==> config.mk <==
export PLATFORM = sky130hd
export DESIGN_NAME = ext_bus_seq
export DESIGN_NICKNAME = d
export VERILOG_FILES = /design/src/rtl/ebs_pkg.sv /design/src/rtl/ebs_beat_ctr.sv /design/src/rtl/ebs_bus_mon.sv /design/src/rtl/ext_bus_seq.sv
export SDC_FILE = /design/constraint.sdc
export NUM_CORES = 1
export LEC_CHECK = 0
export BUFFER_PORTS_ARGS = -buffer_cell sky130_fd_sc_hd__buf_2
export CAP_MARGIN = 25
export CORE_ASPECT_RATIO = 0.9
export CORE_UTILIZATION = 43
export CTS_CLUSTER_SIZE = 20
export DETAILED_ROUTE_END_ITERATION = 16
export HOLD_SLACK_MARGIN = 0.06
export PLACE_DENSITY_LB_ADDON = 0.12
export SYNTH_ARGS = -nofsm -noshare
export SYNTH_HDL_FRONTEND = slang
export SYNTH_SLANG_ARGS = --single-unit
==> constraint.sdc <==
create_clock -name clk -period 2 [get_ports clk]
set_input_delay 0.1 -clock clk [delete_from_list [all_inputs] [get_ports clk]]
set_output_delay 0.1 -clock clk [all_outputs]
set_load 0.02 [all_outputs]
==> src/rtl/ebs_pkg.sv <==
package ebs_pkg;
  typedef enum logic {
    ST_IDLE = 1'b0,
    ST_XFER = 1'b1
  } seq_state_e;
endpackage

==> src/rtl/ebs_beat_ctr.sv <==
module ebs_beat_ctr #(
  parameter int BURST_LEN = 4
) (
  input  logic clk,
  input  logic rst_n,
  input  logic clr,
  input  logic inc,
  output logic last
);
  localparam int CW = (BURST_LEN > 1) ? $clog2(BURST_LEN) : 1;
  localparam logic [CW-1:0] LAST_IDX = CW'(BURST_LEN - 1);

  logic [CW-1:0] cnt_q, cnt_d;
  logic          cnt_en;

  assign cnt_en = clr | inc;

  always_comb begin
    cnt_d = cnt_q;
    if (clr)      cnt_d = '0;
    else if (inc) cnt_d = cnt_q + 1'b1;
  end

  always_ff @(posedge clk or negedge rst_n) begin
    if (!rst_n)      cnt_q <= '0;
    else if (cnt_en) cnt_q <= cnt_d;
  end

  assign last = (cnt_q == LAST_IDX);
endmodule

==> src/rtl/ebs_bus_mon.sv <==
module ebs_bus_mon #(
  parameter int TMO_W = 8
) (
  input  logic             clk,
  input  logic             rst_n,
  input  logic             load,
  input  logic             run,
  input  logic [TMO_W-1:0] limit,
  output logic             expire
);
  localparam logic [TMO_W-1:0] CNT_MAX = '1;
  localparam logic [TMO_W-1:0] CNT_ONE = TMO_W'(1);

  logic [TMO_W-1:0] cnt_q, cnt_d, lim_q;
  logic             cnt_en;

  // the start clock itself is clock 1; saturate so a late clock never wraps
  assign cnt_en = load | (run & (cnt_q != CNT_MAX));

  always_comb begin
    cnt_d = cnt_q + 1'b1;
    if (load) cnt_d = CNT_ONE;
  end

  always_ff @(posedge clk or negedge rst_n) begin
    if (!rst_n)      cnt_q <= '0;
    else if (cnt_en) cnt_q <= cnt_d;
  end

  always_ff @(posedge clk or negedge rst_n) begin
    if (!rst_n)    lim_q <= CNT_ONE;
    else if (load) lim_q <= limit;
  end

  assign expire = (cnt_q >= lim_q);
endmodule

==> src/rtl/ext_bus_seq.sv <==
module ext_bus_seq
  import ebs_pkg::*;
#(
  parameter int ADDR_W    = 32,
  parameter int DATA_W    = 32,
  parameter int BURST_LEN = 4,
  parameter int TMO_W     = 8
) (
  input  logic              clk,
  input  logic              rst_n,
  input  logic              req_valid,
  output logic              req_ready,
  input  logic              req_write,
  input  logic              req_burst,
  input  logic [ADDR_W-1:0] req_addr,
  input  logic [DATA_W-1:0] req_wdata,
  input  logic [TMO_W-1:0]  req_tmo,
  output logic              bus_start_n,
  output logic              bus_rd_wr,
  output logic              bus_oe_n,
  output logic [ADDR_W-1:0] bus_addr,
  output logic [DATA_W-1:0] bus_wdata,
  input  logic [DATA_W-1:0] bus_rdata,
  input  logic              bus_ack_n,
  input  logic              bus_err_n,
  output logic              rsp_rvalid,
  output logic [DATA_W-1:0] rsp_rdata,
  output logic              rsp_done,
  output logic              rsp_err
);
  seq_state_e st_q, st_d;
  logic wr_q, burst_q;
  logic xfer_busy, accept;
  logic ack_hit, err_hit, tmo_hit, tmo_expire, beat_last;
  logic term_ok, term_err, term_any;
  logic start_n_d, oe_n_d, rvalid_d, done_d, err_d;

  assign xfer_busy = (st_q == ST_XFER);
  assign req_ready = (st_q == ST_IDLE);
  assign accept    = req_ready & req_valid;

  // error-acknowledge masks acknowledge in the same clock
  assign err_hit  = xfer_busy & ~bus_err_n;
  assign ack_hit  = xfer_busy & ~bus_ack_n & bus_err_n;
  assign term_ok  = ack_hit & (wr_q | ~burst_q | beat_last);
  assign tmo_hit  = xfer_busy & tmo_expire & bus_ack_n & bus_err_n;
  assign term_err = err_hit | tmo_hit;
  assign term_any = term_ok | term_err;

  ebs_beat_ctr #(.BURST_LEN(BURST_LEN)) i_beat (
    .clk   (clk),
    .rst_n (rst_n),
    .clr   (accept),
    .inc   (ack_hit & ~wr_q),
    .last  (beat_last)
  );

  ebs_bus_mon #(.TMO_W(TMO_W)) i_mon (
    .clk    (clk),
    .rst_n  (rst_n),
    .load   (accept),
    .run    (xfer_busy & ~term_any),
    .limit  (req_tmo),
    .expire (tmo_expire)
  );

  always_comb begin
    st_d = st_q;
    unique case (st_q)
      ST_IDLE: if (req_valid) st_d = ST_XFER;
      ST_XFER: if (term_any)  st_d = ST_IDLE;
      default: st_d = ST_IDLE;
    endcase
  end

  always_comb begin
    start_n_d = ~accept;
    oe_n_d    = ~(xfer_busy & ~term_any & ~wr_q);
    rvalid_d  = ack_hit & ~wr_q;
    done_d    = term_any;
    err_d     = term_err;
  end

  always_ff @(posedge clk or negedge rst_n) begin
    if (!rst_n) begin
      st_q        <= ST_IDLE;
      bus_start_n <= 1'b1;
      bus_oe_n    <= 1'b1;
      rsp_rvalid  <= 1'b0;
      rsp_done    <= 1'b0;
      rsp_err     <= 1'b0;
    end else begin
      st_q        <= st_d;
      bus_start_n <= start_n_d;
      bus_oe_n    <= oe_n_d;
      rsp_rvalid  <= rvalid_d;
      rsp_done    <= done_d;
      rsp_err     <= err_d;
    end
  end

  always_ff @(posedge clk or negedge rst_n) begin
    if (!rst_n) begin
      wr_q      <= 1'b0;
      burst_q   <= 1'b0;
      bus_rd_wr <= 1'b1;
      bus_addr  <= '0;
      bus_wdata <= '0;
    end else if (accept) begin
      wr_q      <= req_write;
      burst_q   <= req_burst;
      bus_rd_wr <= ~req_write;
      bus_addr  <= req_addr;
      bus_wdata <= req_wdata;
    end
  end

  always_ff @(posedge clk or negedge rst_n) begin
    if (!rst_n)        rsp_rdata <= '0;
    else if (rvalid_d) rsp_rdata <= bus_rdata;
  end
endmodule

==> Implementation_results.wiki <==
{| class="wikitable"
! Metric !! Value
|-
| Outcome || finished with violations
|-
| Violated checks || negative setup slack
|-
| Fraction of post-synthesis cell area in the top cell type by area || 0.606
|-
| Horiz. Die Dim || 115 µm
|-
| Starting density of the core || 0.447
|-
| Final min period || 2.02 ns
|-
| Leading cell types by total area after synthesis || dfrtp_1 (61%), nand2_1 (17%), mux2_2 (7.3%)
|-
| Die Area || 11900 µm²
|-
| CTS Root Buffer Type || clkbuf_16
|-
| Number of enable-type register cells in the synthesized netlist || 0
|-
| Switching fraction of total power || 0.324
|-
| Top FF cell, synth || dfrtp_1
|-
| Number of DRC violations after detailed routing || 0
|-
| Smallest setup slack after layout || -0.0237 ns
|-
| Relative contribution of the clock network to total power || 0.331
|-
| Cell count after synthesis || 474
|-
| Post-DP HPWL || 8.09 mm
|-
| Total power of the final layout || 9.48 mW
|-
| GRT overflow || 0
|-
| Deepest clock path buffer count || 2
|-
| Startpoint class of the critical path || flop
|-
| Final Max Slew Viols || 0
|-
| Max layer used || met4
|-
| Internal power contribution || 6.41 mW
|-
| WP data arrival || 2.36 ns
|-
| Most common cell in the synthesized netlist || nand2_1
|-
| Final clock skew || 0.00602 ns
|-
| Iteration-0 DRC count of the detailed router || 278
|-
| Clock transition time at the flip-flop clock pins of the worst setup and hold paths || 0.05 ns
|-
| Metal3 WL || 1.05 mm
|-
| Wire length of the first global-routing pass || 21.0 mm
|-
| Largest net degree at the start of global routing || 124
|-
| Max-Slew Margin vs Limit || 0.567
|-
| Total clock buffers created by CTS || 17
|-
| Class of the tightest hold or removal check || primary input to flop
|-
| Net switching power figure || 3.07 mW
|-
| Post-Place Cells || 830
|-
| Worst path max stage delay || 0.39 ns
|-
| Leading area contributor after synthesis || dfrtp_1
|-
| Met2 wire length || 6.57 mm
|-
| Slowest CP cell || dfrtp_1
|-
| CTS tree || yes
|-
| Syn Nets || 595
|-
| Commonest cells post-synth || nand2_1 (221), dfrtp_1 (119), mux2_2 (32)
|-
| Antenna violations before repair || 0
|-
| Via count || 4545
|-
| Proportion of synthesized chip area in sequential cells || 0.627
|-
| Number of nets in the finished design || 933
|-
| Antenna cell count || 0
|-
| Distinct cell type count after synthesis || 33
|-
| Routability congestion estimate || 0.812
|-
| Die outline height || 103 µm
|-
| Final clock period utilization by the worst path || 1.01
|-
| Hold_sp || req_valid
|-
| Max capacitance violation total || 0
|-
| Synth warn || 0
|-
| FFs w/ async S/R, synth || 1.00
|-
| Area of the multi-input gates || 1760 µm²
|-
| Core area || 11000 µm²
|-
| First element of the critical path || i_mon.cnt_q[5]
|-
| Synthesized cell area || 4920 µm²
|-
| Layout filler cell count || 790
|-
| Area added between synthesis and finish || 63.5%
|-
| Origin of the critical flop-to-flop path || i_mon.cnt_q[5]
|-
| Actual transition at the worst max-transition pin || 0.649 ns
|-
| Via density per instance || 4.65
|-
| Number of global-route vias before repair || 4498
|-
| Average wire length per cell after detail routing || 13.9 µm
|-
| Worst supply voltage drop on vdd || 1.07 mV
|-
| Number of H-tree levels || 4
|-
| Kind of critical path || flop to flop
|-
| Number of failing hold endpoints at the final stage || 0
|-
| Number of search-and-repair iterations in the first detailed-routing pass || 4
|-
| Antenna-violating nets left || 0
|-
| Top fanout value on the critical path || 3
|-
| Setup repair after global routing missed its margin || true
|-
| Final wirelength || 13.6 mm
|-
| CP Data Required Time || 2.34 ns
|-
| Total number of placement rows || 36
|-
| Final setup violating endpoints || 2
|-
| Post-layout instance count excluding filler cells || 977
|-
| Worst path cell trace || ha_1, and3_4, a221o_1, a22oi_4, o21a_4, or3b_1
|-
| Endpoint type of the worst setup path || flop
|-
| Achievable frequency || 494 MHz
|-
| Relative contribution of sequential cells to total power || 0.371
|-
| I/O pin count || 214
|-
| PortBufs || 213
|-
| Latest clock arrival within the worst-skew pair || 0.42 ns
|-
| PwrDens || 1180 nW/µm²
|-
| Logic pwr share || 0.298
|-
| Pleak || 4.29 nW
|-
| Layout cells sized above 1 || 0.382
|-
| Sinks on the clock net || 123
|-
| Worst hold margin || 0.101 ns
|-
| GR Util All Layers || 0.234
|-
| Sequential cell area || 3080 µm²
|-
| Met1 wire length || 5.58 mm
|-
| Post-synthesis area per instance || 10.4 µm²
|-
| Post-synthesis sequential element count || 123
|}
## worst max-delay path: cells and delay by family (launching register included)
family                     cells  cell delay (ns)
and+or+nand+nor                2             0.48
adders and majority gates      1             0.29
DFF                            1             0.39
AOI/OAI and AO/OA              3             0.79
## worst paths after layout
path / slack (ns) / to / cells past startpoint
max: -0.02 / bus_oe_n / 6
min: 0.10 / i_mon.lim_q[2] / 4
max reg2reg: -0.02 / bus_oe_n / 6
min reg2reg: 0.46 / i_mon.lim_q[0] / 2
max in group asynchronous: 1.19 / rsp_rdata[29] / 3
min in group asynchronous: 0.30 / bus_wdata[7] / 3
## registers in the layout, summed over array words and instances, names as in the netlist, 2 cells and up
name          cells
i_beat.cnt_q      2
rsp_rdata        32
i_mon.lim_q       8
bus_addr         32
i_mon.cnt_q       8
bus_wdata        32
## logic make-up after synthesis
kind of cell	synth area share
DFF	0.627
adders and majority gates	0.0255
and+or+nand+nor	0.194
AOI/OAI and AO/OA	0.0435
buffers and inverters	0.0262
muxes	0.0814
xor gates and xnor gates	0.00178
## placed cells by master, fill, tap and decap left out, types with 3 or more instances in the layout
cell type,count
a31o_2,3
clkbuf_1,3
dfstp_2,4
bufinv_16,3
mux2i_1,4
mux2_2,32
buf_12,3
clkbuf_16,18
inv_1,7
nor2_1,7
nand2_1,221
buf_4,17
a21oi_1,3
dlygate4sd3_1,108
dfrtp_1,119
buf_2,212
clkinv_2,4
ha_1,8
clkbuf_8,5
inv_2,3
o21ai_0,9
nor3_1,3
a31oi_1,3
## stage by stage
step | setup TNS [ns] | setup slack [ns] | area, µm² | utilization
4_1_cts | 0 | 0.00478 | 7940 | 0.723
6_report | -0.0238 | -0.0237 | 8040 | 0.731
3_3_place_gp | 0 | 0.0240 | 6230 | 0.567
5_1_grt | -0.393 | -0.0877 | 8040 | 0.731
2_1_floorplan | 0 | 0.0176 | 4920 | -
3_5_place_dp | -0.00292 | -0.00292 | 6230 | 0.567
## area by class of cell
cell class | instances | area share
clock buffer | 25 | 0.0629
clock inverter | 7 | 0.0137
inverter | 10 | 0.00467
multi-input combinational | 319 | 0.219
sequential | 123 | 0.384
tap | 152 | 0.0237
timing repair buffer | 341 | 0.293
## per-layer routing
metal  global-route usage  vias to the layer above
li1                     -                     2203
met1                0.272                     2115
met2                0.390                      193
met3               0.0886                       34
met4                0.110                        0
met5                    0                        -
## power by group through the flow
stage / combinational, mW / clock (mW) / sequential, mW
4_1_cts: 2.77 / 3.21 / 3.50
5_1_grt: 3.07 / 3.32 / 3.61
3_3_place_gp: 2.55 / 0 / 3.50
6_report: 2.82 / 3.14 / 3.52
2_1_floorplan: 0.804 / 0 / 4.28
3_5_place_dp: 2.59 / 0 / 3.52
## repair_timing
action,4_1_cts,5_1_grt
resized for setup,0,8
pin swaps,2,6
endpoints found under the setup margin,2,10
endpoints found under the hold margin,229,0
hold buffers,108,0
cloned,0,1
buffers inserted,2,4
(Power assumes the default switching activity.)
